[config.mk]
export PLATFORM = sky130hd
export DESIGN_NAME = mtrap_ctrl
export DESIGN_NICKNAME = d
export VERILOG_FILES = /design/src/rtl/mtrap_pkg.sv /design/src/rtl/mtrap_status.sv /design/src/rtl/mtrap_tval_sel.sv /design/src/rtl/mtrap_regs.sv /design/src/rtl/mtrap_ctrl.sv
export SDC_FILE = /design/constraint.sdc
export NUM_CORES = 1
export LEC_CHECK = 0
export BUFFER_PORTS_ARGS = -buffer_cell sky130_fd_sc_hd__buf_2
export CAP_MARGIN = 20
export CORE_MARGIN = 5
export CORE_UTILIZATION = 29
export CTS_BUF_LIST = sky130_fd_sc_hd__clkbuf_8
export DETAILED_ROUTE_END_ITERATION = 10
export GPL_TIMING_DRIVEN = 0
export SLEW_MARGIN = 40
export SYNTH_ARGS = -nofsm -noshare
export SYNTH_HDL_FRONTEND = slang
export SYNTH_HIERARCHICAL = 1
export SYNTH_SLANG_ARGS = --single-unit
[constraint.sdc]
create_clock -name clk -period 5.4 [get_ports clk]
set_clock_uncertainty 0.1 [all_clocks]
set_input_delay 0.27 -clock clk [delete_from_list [all_inputs] [get_ports clk]]
set_output_delay 0.27 -clock clk [all_outputs]
set_load 0.01 [all_outputs]
[src/rtl/mtrap_pkg.sv]
package mtrap_pkg;
  localparam logic [11:0] ADDR_STATUS  = 12'h300;
  localparam logic [11:0] ADDR_SCRATCH = 12'h340;
  localparam logic [11:0] ADDR_EPC     = 12'h341;
  localparam logic [11:0] ADDR_CAUSE   = 12'h342;
  localparam logic [11:0] ADDR_TVAL    = 12'h343;

  localparam int ST_GIE_BIT  = 3;
  localparam int ST_PGIE_BIT = 7;
  localparam int ST_PRV_LO   = 11;

  localparam int unsigned CODE_ILLEGAL = 2;

  typedef enum logic [2:0] {
    SEL_NONE, SEL_STATUS, SEL_SCRATCH, SEL_EPC, SEL_CAUSE, SEL_TVAL
  } csr_sel_e;

  // Exception codes whose trap value is the faulting address.
  function automatic logic code_reports_addr(input int unsigned code);
    case (code)
      0, 1, 3, 4, 5, 6, 7, 12, 13, 15: code_reports_addr = 1'b1;
      default:                         code_reports_addr = 1'b0;
    endcase
  endfunction
endpackage

[src/rtl/mtrap_status.sv]
module mtrap_status
  import mtrap_pkg::*;
#(
  parameter int XLEN = 32
) (
  input  logic            clk,
  input  logic            rst_n,
  input  logic            trap_take,
  input  logic            ret_take,
  input  logic            sw_we,
  input  logic            sw_gie,
  input  logic            sw_pgie,
  input  logic [1:0]      sw_prv,
  output logic            gie,
  output logic            pgie,
  output logic [1:0]      prv,
  output logic [XLEN-1:0] status_word
);
  localparam logic [1:0] PRV_MACHINE = 2'b11;

  // Priority: trap, then return, then software write.
  always_ff @(posedge clk) begin
    if (!rst_n) begin
      gie  <= 1'b0;
      pgie <= 1'b0;
      prv  <= PRV_MACHINE;
    end else if (trap_take) begin
      pgie <= gie;
      gie  <= 1'b0;
      prv  <= PRV_MACHINE;
    end else if (ret_take) begin
      gie  <= pgie;
      pgie <= 1'b1;
    end else if (sw_we) begin
      gie  <= sw_gie;
      pgie <= sw_pgie;
      prv  <= sw_prv;
    end
  end

  always_comb begin
    status_word                          = '0;
    status_word[ST_GIE_BIT]              = gie;
    status_word[ST_PGIE_BIT]             = pgie;
    status_word[ST_PRV_LO+1:ST_PRV_LO]   = prv;
  end
endmodule

[src/rtl/mtrap_tval_sel.sv]
module mtrap_tval_sel
  import mtrap_pkg::*;
#(
  parameter int XLEN   = 32,
  parameter int CODE_W = 5
) (
  input  logic              is_irq,
  input  logic [CODE_W-1:0] code,
  input  logic [XLEN-1:0]   info,
  output logic [XLEN-1:0]   tval_next
);
  localparam logic [CODE_W-1:0] ILLEGAL = CODE_W'(CODE_ILLEGAL);

  logic pass_info;

  always_comb begin
    pass_info = !is_irq && ((code == ILLEGAL) || code_reports_addr(int'(code)));
    tval_next = pass_info ? info : '0;
  end
endmodule

[src/rtl/mtrap_regs.sv]
module mtrap_regs #(
  parameter int XLEN   = 32,
  parameter int CODE_W = 5
) (
  input  logic              clk,
  input  logic              rst_n,
  input  logic              trap_take,
  input  logic [XLEN-1:0]   trap_pc,
  input  logic              trap_is_irq,
  input  logic [CODE_W-1:0] trap_code,
  input  logic [XLEN-1:0]   tval_next,
  input  logic              we_scratch,
  input  logic              we_epc,
  input  logic              we_cause,
  input  logic              we_tval,
  input  logic [XLEN-1:0]   wdata,
  output logic [XLEN-1:0]   scratch_q,
  output logic [XLEN-1:0]   epc_q,
  output logic [XLEN-1:0]   cause_q,
  output logic [XLEN-1:0]   tval_q
);
  localparam int          PAD_W      = XLEN - 1 - CODE_W;
  localparam logic [XLEN-1:0] ALIGN_MASK = ~(XLEN'(3));

  logic [XLEN-1:0] cause_from_trap, cause_from_sw;

  always_comb begin
    cause_from_trap = {trap_is_irq, {PAD_W{1'b0}}, trap_code};
    cause_from_sw   = {wdata[XLEN-1], {PAD_W{1'b0}}, wdata[CODE_W-1:0]};
  end

  // Trap-owned registers: trap beats a software write in the same cycle.
  always_ff @(posedge clk) begin
    if (!rst_n) begin
      epc_q   <= '0;
      cause_q <= '0;
      tval_q  <= '0;
    end else if (trap_take) begin
      epc_q   <= trap_pc & ALIGN_MASK;
      cause_q <= cause_from_trap;
      tval_q  <= tval_next;
    end else begin
      if (we_epc)   epc_q   <= wdata & ALIGN_MASK;
      if (we_cause) cause_q <= cause_from_sw;
      if (we_tval)  tval_q  <= wdata;
    end
  end

  // Software-only register.
  always_ff @(posedge clk) begin
    if (!rst_n)          scratch_q <= '0;
    else if (we_scratch) scratch_q <= wdata;
  end
endmodule

[src/rtl/mtrap_ctrl.sv]
module mtrap_ctrl
  import mtrap_pkg::*;
#(
  parameter int XLEN   = 32,
  parameter int CODE_W = 5,
  parameter int ADDR_W = 12
) (
  input  logic              clk,
  input  logic              rst_n,
  input  logic              trap_valid,
  output logic              trap_ready,
  input  logic [XLEN-1:0]   trap_pc,
  input  logic              trap_is_irq,
  input  logic [CODE_W-1:0] trap_code,
  input  logic [XLEN-1:0]   trap_info,
  input  logic              mret_strobe,
  output logic [XLEN-1:0]   ret_pc,
  output logic              irq_enable,
  input  logic              csr_we,
  input  logic [ADDR_W-1:0] csr_addr,
  input  logic [XLEN-1:0]   csr_wdata,
  output logic [XLEN-1:0]   csr_rdata,
  output logic              csr_hit
);
  logic            ready_q;
  logic            trap_take;
  csr_sel_e        sel;
  logic            st_gie, st_pgie;
  logic [1:0]      st_prv;
  logic [XLEN-1:0] status_word, tval_next;
  logic [XLEN-1:0] scratch_q, epc_q, cause_q, tval_q;

  always_ff @(posedge clk) begin
    if (!rst_n) ready_q <= 1'b0;
    else        ready_q <= 1'b1;
  end

  assign trap_ready = ready_q;
  assign trap_take  = trap_valid && ready_q;

  always_comb begin
    case (12'(csr_addr))
      ADDR_STATUS:  sel = SEL_STATUS;
      ADDR_SCRATCH: sel = SEL_SCRATCH;
      ADDR_EPC:     sel = SEL_EPC;
      ADDR_CAUSE:   sel = SEL_CAUSE;
      ADDR_TVAL:    sel = SEL_TVAL;
      default:      sel = SEL_NONE;
    endcase
  end

  mtrap_status #(.XLEN(XLEN)) u_status (
    .clk(clk), .rst_n(rst_n),
    .trap_take(trap_take), .ret_take(mret_strobe),
    .sw_we(csr_we && sel == SEL_STATUS),
    .sw_gie(csr_wdata[ST_GIE_BIT]), .sw_pgie(csr_wdata[ST_PGIE_BIT]),
    .sw_prv(csr_wdata[ST_PRV_LO+1:ST_PRV_LO]),
    .gie(st_gie), .pgie(st_pgie), .prv(st_prv), .status_word(status_word)
  );

  mtrap_tval_sel #(.XLEN(XLEN), .CODE_W(CODE_W)) u_tval_sel (
    .is_irq(trap_is_irq), .code(trap_code), .info(trap_info),
    .tval_next(tval_next)
  );

  mtrap_regs #(.XLEN(XLEN), .CODE_W(CODE_W)) u_regs (
    .clk(clk), .rst_n(rst_n),
    .trap_take(trap_take), .trap_pc(trap_pc), .trap_is_irq(trap_is_irq),
    .trap_code(trap_code), .tval_next(tval_next),
    .we_scratch(csr_we && sel == SEL_SCRATCH),
    .we_epc(csr_we && sel == SEL_EPC),
    .we_cause(csr_we && sel == SEL_CAUSE),
    .we_tval(csr_we && sel == SEL_TVAL),
    .wdata(csr_wdata),
    .scratch_q(scratch_q), .epc_q(epc_q), .cause_q(cause_q), .tval_q(tval_q)
  );

  always_comb begin
    case (sel)
      SEL_STATUS:  csr_rdata = status_word;
      SEL_SCRATCH: csr_rdata = scratch_q;
      SEL_EPC:     csr_rdata = epc_q;
      SEL_CAUSE:   csr_rdata = cause_q;
      SEL_TVAL:    csr_rdata = tval_q;
      default:     csr_rdata = '0;
    endcase
  end

  assign csr_hit    = (sel != SEL_NONE);
  assign ret_pc     = epc_q;
  assign irq_enable = st_gie;
endmodule

* Yosys cells after proc, flatten, opt, wreduce, memory -nomap -nowiden
Memories as Yosys holds them, arrays and structs flattened. Index checks and enable logic that the tools add are counted.
Storage, ports and cells: register bits 105, latch bits 0, memory bits (writable) 0, ROM bits 16, input bits 119, memories 1
Cells by class: $add $sub $neg 0, multiply operators 0, divide/modulo/power cells 0, order comparisons 0, equal/unequal tests 11, shift operators 0, muxes and demuxes 16, bitwise operators 2, reduce and logical (&&, ||, !) cells 17
Memories:
- (no name shown) | depth 16, width 1, rd ports 1, clocked after memory_dff 0, write ports 0, line mtrap_pkg.sv:20 | case (code)
Operators with widths (number):
- two-way mux 32 bit | 7
- case mux 32 bit (5 select lines) | 1
- equality test 12 x 10 -> 1 bit (second input constant) | 5
- case mux 3 bit (5 select lines) | 1
- nonzero test 2 bit | 4
- logical AND 1 bit | 7
- two-way mux 1 bit | 7
- equality test 3 x 2 -> 1 bit (second input constant) | 2
- equality test 3 bit (second input constant) | 2
- nonzero test 3 bit | 2
- equality test 5 x 2 -> 1 bit (second input constant) | 1
- equality test 3 x 1 -> 1 bit (second input constant) | 1
- inverter 1 bit | 2
- AND reduction 2 bit | 1
- OR reduction 2 bit | 1
- logical NOT 1 bit | 1
- logical OR 1 bit | 1

* Depth between registers and ports, before layout
Gate-level depths: netlist of run 1.
word-level depth 7, depth in mapped cells 10

* Modules after synthesis
Netlist of run 1, hierarchy kept.
Modules (own cells, without submodules):
- mtrap_regs | instances 1, cells an instance 435, area an instance 4981.0 um^2, sequential area each 2001.9 um^2
- mtrap_ctrl | instances 1, cells an instance 226, area an instance 1667.8 um^2, sequential area each 20.0 um^2
- mtrap_tval_sel | instances 1, cells an instance 79, area an instance 638.1 um^2, sequential area each 0.0 um^2
- mtrap_status | instances 1, cells an instance 51, area an instance 429.2 um^2, sequential area each 80.1 um^2

* Worst setup path before layout of run 1
OpenSTA, ideal clock, no wires.
path type in2reg, start input csr_addr[0], end register u_status.pgie, setup time 122 ps, arrival 1974 ps, data required time 5178 ps, slack 3204 ps, stages 7, cells stage by stage buf_2 buf_6 buf_2 nand2b_1 nor4_1 mux2_1 o311a_1
Between the ends: longest elaborated chain between the ends 5, elaborated cells between the ends (all ways) 9, those cells by class eq/ne: 6; mux: 1; reduce/logical: 2
Ends and longest elaborated chain:
- from (decl) | line mtrap_ctrl.sv:20 | input logic [ADDR_W-1:0] csr_addr,
- equality test 12 x 10 -> 1 bit | line mtrap_ctrl.sv:42 | case (12'(csr_addr))
- case mux 3 bit (5 select lines) * | line mtrap_ctrl.sv:42
- equality test 3 x 1 -> 1 bit * | line mtrap_ctrl.sv:55 | .sw_we(csr_we && sel == SEL_STATUS),
- logical AND 1 bit * | line mtrap_ctrl.sv:55
- nonzero test 3 bit (no line) *
- to (signal assigned) | line mtrap_status.sv:28 | pgie <= gie;
- to (signal assigned) | line mtrap_status.sv:36 | pgie <= sw_pgie;
- to (decl) | line mtrap_status.sv:15 | output logic pgie,
Every way passes the cells marked *; elsewhere a longest branch is shown, timed or not. A chain may end at the register's enable or synchronous reset.

* Worst setup path in the final report of run 1
start input csr_addr[0], end register u_regs.epc_q[10]
Between the ends: longest elaborated chain between the ends 5, elaborated cells between the ends (all ways) 9, those cells by class eq/ne: 6; mux: 1; reduce/logical: 2
Ends and longest elaborated chain:
- equality test 12 x 10 -> 1 bit | line mtrap_ctrl.sv:42
- case mux 3 bit (5 select lines) * | line mtrap_ctrl.sv:42
- equality test 3 x 2 -> 1 bit * | line mtrap_ctrl.sv:71 | .we_epc(csr_we && sel == SEL_EPC),
- logical AND 1 bit * | line mtrap_ctrl.sv:71
- nonzero test 2 bit (no line) *
- to (signal assigned) | line mtrap_regs.sv:39 | epc_q <= trap_pc & ALIGN_MASK;
- to (signal assigned) | line mtrap_regs.sv:43 | if (we_epc) epc_q <= wdata & ALIGN_MASK;
- to (decl) | line mtrap_regs.sv:18 | output logic [XLEN-1:0] epc_q,
Marks and branches as above.

==> results of run 1 <==
## timing repair
item,CTS,global route
hold buffers,1,0
setup endpoints to repair,0,0
endpoints found under the hold margin,2,0
## metal layers
metal / GRT usage / vias up / share of wire / wire length, um
met5: 0 / - / 0 / 0
met4: 0.04190 / 0 / 0.019 / 498
met3: 0.03450 / 25 / 0.056 / 1468
met2: 0.2674 / 195 / 0.46 / 11960
met1: 0.2300 / 2985 / 0.47 / 12210
li1: - / 3200 / - / -
## final timing paths
kind | cells past startpoint | end | slack, ns
setup reg to reg | 5 | u_regs/epc_q[12] | 3.39
hold reg to reg | 2 | u_status/prv[0] | 0.40
hold / removal | 3 | u_regs/scratch_q[13] | 0.06
setup / recovery | 9 | u_regs/epc_q[10] | 3.05
## sequential cells by signal, summed over array words and instances, names as in the netlist
signal and count:
u_regs/tval_q 32, u_status/pgie 1, u_regs/cause_q 6, u_status/gie 1
u_status/prv 2, u_regs/scratch_q 32, u_regs/epc_q 30, trap_ready 1
## tightest hold or removal path: cells and delay by family
kind | cells | cell delay [ns]
buffers and inverters | 1 | 0.10
AND/OR/NAND/NOR | 1 | 0.10
multiplexers | 1 | 0.07
## cells in the final DEF (no fill, tap or decap), types with 2 or more instances in the layout
| cell type | Yosys | routed |
|---|---|---|
| a21o_1 | 16 | 16 |
| a21oi_1 | 31 | 31 |
| a32oi_1 | 16 | 16 |
| and2_1 | 2 | 2 |
| buf_12 | 3 | 3 |
| buf_2 | 33 | 212 |
| buf_4 | 66 | 66 |
| buf_6 | 10 | 10 |
| clkbuf_1 | 24 | 24 |
| clkbuf_2 | 2 | 2 |
| clkbuf_8 | 0 | 10 |
| clkinvlp_4 | 0 | 2 |
| conb_1 | 2 | 56 |
| dfxtp_1 | 105 | 105 |
| diode_2 | 0 | 2 |
| inv_1 | 34 | 34 |
| mux2_2 | 55 | 55 |
| mux2_4 | 30 | 30 |
| mux2i_1 | 64 | 64 |
| nand2_1 | 16 | 16 |
| nand2b_1 | 48 | 48 |
| nand3_1 | 16 | 16 |
| nand3b_1 | 2 | 2 |
| nor2_1 | 4 | 4 |
| nor2b_1 | 36 | 36 |
| nor3_1 | 5 | 5 |
| nor4_1 | 4 | 3 |
| nor4_2 | 27 | 28 |
| nor4_4 | 3 | 3 |
| o211a_1 | 69 | 69 |
| o211ai_1 | 2 | 2 |
| o22a_1 | 15 | 15 |
| or2b_1 | 24 | 24 |
| or3b_1 | 16 | 16 |
## cell families after synthesis
group           Yosys count  synth area share
compound gates          152            0.1660
buf+inv                 174            0.1399
flops                   105            0.2724
mux                     150            0.2231
other cells               2         0.0009733
simple gates            208            0.1975
## per-stage QoR
step	setup slack [ns]	utilization	std cells	power, mW
2_1_floorplan	3.204	-	845	1.098
3_3_place_gp	2.617	0.3533	1359	1.235
3_5_place_dp	2.672	0.3536	1359	1.237
4_1_cts	3.038	0.3608	1375	1.726
5_1_grt	2.951	0.3610	1377	1.794
6_report	3.054	0.3610	1377	1.708
## cell type report
class                      count  area [um2]
sequential                   105        2102
clock buffer                  10       137.6
inverter                      34       127.6
clock inverter                 5       40.04
buffer                       140       952.2
tap                          335       419.2
fill                        2781       16700
timing repair buffer         180       905.9
multi-input combinational    566        4743
antenna                        2       5.005
## power breakdown
part	leakage (nW)	internal (mW)	switching (mW)	total (mW)
Combinational	3.81	0.196	0.197	0.393
Sequential	0.859	0.808	0.0224	0.830
Clock	0.0867	0.182	0.302	0.484
==> results.yml, run 1 <==
status:
  status: "completed"
synthesis:
  syn_inst: 791
  synth_area_um2: 7716
  synth_top_cell_by_area: "dfxtp_1"
  ys_top_cells_by_area: "dfxtp_1 (27%), o211a_1 (9.0%), mux2i_1 (8.3%)"
  synth-async-reset-ratio: 0
  synth.avg_cell_area_um2: 9.755
  ys_seq_area_frac: 0.2724
  yosysUniqueCellTypes: 42
  synthMostInstantiatedCell: "dfxtp_1"
  synth_ff_type: "dfxtp_1"
  ys_ff_latch: 105
  synth-warning-count: 6
  synth_edf_count: 0
  netlist.area_leader.share: 0.2724
  synth_common_cells: "dfxtp_1 (105), o211a_1 (69), buf_4 (66)"
clock_network:
  post-cts-setup-buffers: 0
  cts_buffers: 9
  clk_latency_ns: 0.41
  cts_buffer_depth: 2
  cts-resized-gates: 0
  path_clk_slew_ns: 0.11
  h-tree-depth: 3
  cts_tree: "built"
  root_buffer: "clkbuf_8"
  cts.sinks: 105
sta:
  fmax_mhz: 426.3
  timing.final.crit_share: 0.4344
  hold_viol: 0
  worstMarginPinSlew_ns: 0.6835
  tns_ns: 0
  rsz0062_at_grt: "false"
  slew_viol_final: 0
  period_minus_slack_ns: 2.346
  holdWs_ns: 0.05636
  relSlewSlack: 0.5443
  setup_viol: 0
routing:
  initialDrtViolationCount: 311
  wirelength_um: 26140
  post-route-drc-count: 0
  vias: 6405
  viasPerCell: 4.651
  detail-route-antenna-nets: 0
  dr.pass1.iters: 5
  wl_per_cell_um: 18.98
layout:
  layout.nets: 1155
  drive_gt1_frac: 0.4115
  syn2layout_area_growth_pct: 22.25
  fin_area_um2: 9433
worst_setup_path:
  worstPathRequired_ns: 5.61
  arrival_ns: 2.55
  critPathKind: "primary input to flop"
  crit_fanout: 10
  cp.buffers_inverters: 5
  cp-start-kind: "primary input"
  cp-end-kind: "flop"
  setup.worst_path.start: "csr_addr[0]"
  worstPathCellList: "buf_2 > buf_6 > buf_6 > buf_2 > nand2_1 > nor3_1 > buf_2 > mux2_2 > o211a_1"
  cp_common_cell: "buf_2"
  slowest_delay_ns: 0.39
  critPathSlowestCell: "buf_2"
  crit_family: "buffers and inverters"
  worstReg2RegStart: "trap_ready"
grt:
  grt_use_total: 0.1669
  grt_pass1_vias: 6306
  antenna_found_initial: 2
  grt_pass1_wl_um: 38770
  grt_max_degree: 18
  grt_overflow: 0
floorplanning:
  die_x_um: 173.1
  io_pins: 186
  rows: 59
  fp.dieH_um: 173.1
  coreArea_um2: 26130
  die-area_um2: 29970
  start_util: 0.2953
power:
  power.density_nw_per_um2: 181.0
  p_leak_nw: 4.757
  ir_worst_vdd_mv: 0.09568
placement:
  dp_hpwl_um: 20140
  placed_area_um2: 9240
  place_congestion: 0.8214
  numPortBuffers: 179
hold_path:
  min-delay-path-class: "primary input to flop"
  hold_start: "csr_wdata[13]"
run:
  cap_violations: 0
Power figures use the tool's default switching activity.
==> run 2: changes to the inputs <==
Settings changed: ABC_AREA set to 1.
Clock period 5.4 ns to 2 ns, I/O delays scaled along.
==> results.yml, run 2 <==
status:
  status: "completed"
synthesis:
  ys_ff_latch: 105
  yosysUniqueCellTypes: 22
  synth_common_cells: "nand2_1 (346), nand3_1 (195), inv_1 (169)"
  synth_edf_count: 0
  synth-warning-count: 6
  ys_seq_area_frac: 0.2949
  synth_top_cell_by_area: "dfxtp_1"
  synth_ff_type: "dfxtp_1"
  synthMostInstantiatedCell: "nand2_1"
  syn_inst: 1188
  netlist.area_leader.share: 0.2949
  synth-async-reset-ratio: 0
  ys_top_cells_by_area: "dfxtp_1 (29%), nand2_1 (18%), nand3_1 (14%)"
  synth_area_um2: 7128
  synth.avg_cell_area_um2: 6.000
sta:
  fmax_mhz: 544.9
  period_minus_slack_ns: 1.835
  tns_ns: 0
  timing.final.crit_share: 0.9176
  setup_viol: 0
  worstMarginPinSlew_ns: 0.6644
  relSlewSlack: 0.5570
  slew_viol_final: 0
  hold_viol: 0
  rsz0062_at_grt: "false"
grt:
  antenna_found_initial: 0
  grt_pass1_wl_um: 43260
  grt_max_degree: 17
  grt_overflow: 0
  grt_pass1_vias: 7602
  grt_use_total: 0.1993
layout:
  fin_area_um2: 9610
  final_common_cell: "nand2_1"
  largestRegisters: "u_regs/scratch_q x32, u_regs/tval_q x32, u_regs/epc_q x30"
  final_util: 0.3963
  drive_gt1_frac: 0.2424
  layout.nets: 1624
  antenna_cells: 0
  syn2layout_area_growth_pct: 34.83
  final_cell_count_no_fill: 1834
  final_cell_mix: "nand2_1 (345), buf_2 (201), nand3_1 (195)"
clock_network:
  cts.sinks: 105
  cts_tree: "built"
  cts_buffers: 9
  h-tree-depth: 3
  root_buffer: "clkbuf_8"
  path_clk_slew_ns: 0.11
  post-cts-setup-buffers: 0
  clk_latency_ns: 0.40
  cts_buffer_depth: 2
power:
  p_leak_nw: 5.535
  power.density_nw_per_um2: 460.4
  ir_worst_vdd_mv: 0.3071
floorplanning:
  rows: 57
  coreArea_um2: 24250
  die-area_um2: 27820
  die_x_um: 166.8
  io_pins: 186
  fp.dieH_um: 166.8
  start_util: 0.2940
run:
  cap_violations: 0
routing:
  initialDrtViolationCount: 566
  wl_per_cell_um: 15.46
  viasPerCell: 4.389
  post-route-drc-count: 0
  vias: 8049
  dr.pass1.iters: 5
  wirelength_um: 28360
  detail-route-antenna-nets: 0
placement:
  numPortBuffers: 181
  placed_area_um2: 8642
  dp_hpwl_um: 20570
  place_congestion: 0.8506
  place_inst: 1747
worst_setup_path:
  arrival_ns: 2.09
  cp-start-kind: "primary input"
  crit_fanout: 15
  worstPathRequired_ns: 2.26
  cp-end-kind: "flop"
  critPathKind: "primary input to flop"
hold_path:
  min-delay-path-class: "primary input to flop"
## run 2: cell count changes in the layout (fill, tap and decap cells not counted), moves of 64 or more
| cell | before | now |
|---|---|---|
| nand2_1 | 16 | 345 |
| inv_1 | 34 | 170 |
| mux2i_1 | 64 | 0 |
| nand3_1 | 16 | 195 |
| nor2_1 | 4 | 135 |
| dlygate4sd3_1 | 1 | 72 |
| o211a_1 | 69 | 0 |
## run 2: worst paths after layout
check                       start                 to  slack, ns  cells past startpoint
setup / recovery      csr_addr[5]   u_regs/tval_q[1]       0.16                     14
hold reg to reg   u_status/prv[1]    u_status/prv[1]       0.39                      2
hold / removal       trap_info[5]   u_regs/tval_q[5]       0.02                      7
setup reg to reg       trap_ready  u_regs/tval_q[25]       0.35                      8
## run 2: critical path, cell delays in order
cell      delay [ns]
buf_2           0.10
nor2_1          0.13
nand2_1         0.11
nor2_4          0.14
nand3_4         0.12
clkinv_2        0.19
nand2_2         0.21
nor2_1          0.17
buf_6           0.21
clkbuf_4        0.27
nand3_1         0.10
nand3_1         0.10
nand2_1         0.05
inv_1           0.07
## run 2: metrics by stage
| step | power, mW | setup WS, ns | hold WS [ns] |
|---|---|---|---|
| CTS | 4.432 | 0.03280 | 0.002321 |
| detailed placement | 2.884 | -0.9340 | 0.1654 |
| floorplan | 2.586 | 0.2595 | 0.02772 |
| global route | 4.604 | 0.003619 | 0.03925 |
| finish | 4.425 | 0.1648 | 0.01625 |
| global placement | 2.880 | -0.9054 | 0.1699 |
## run 2: area by class of cell
type	instances	area [um2]
Buffer	123	872.1
Clock buffer	11	151.4
Clock inverter	5	55.05
Fill cell	2679	14640
Inverter	174	655.6
Multi-Input combinational cell	839	3742
Sequential cell	105	2102
Tap cell	324	405.4
Timing Repair Buffer	253	1627
## run 2: cell families after synthesis
logic type             count (synthesis)  synth area share
AND/OR/NAND/NOR                      732            0.4502
buffers and inverters                298            0.2120
flip-flops                           105            0.2949
AO/OA/AOI/OAI                         51           0.04178
other                                  2          0.001054
## run 2: power breakdown
group / total (mW) / switching (mW) / internal [mW]
Combinational: 0.789 / 0.415 / 0.374
Clock: 1.47 / 0.821 / 0.645
Sequential: 2.17 / 0.0343 / 2.14
## run 2: routing by layer
metal / up-vias / wire length (um) / global-route usage
met2: 303 / 13130 / 0.3303
met1: 3580 / 12440 / 0.2603
li1: 4132 / - / -
met5: - / 0 / 0
met3: 34 / 2176 / 0.04859
met4: 0 / 616 / 0.05301
## run 2: repair_timing
action                                  CTS  global route
hold endpoints to repair                101             0
endpoints found under the setup margin   74            93
resized for setup                         8            12
hold buffers                             72             0
pin swaps                                 0             0
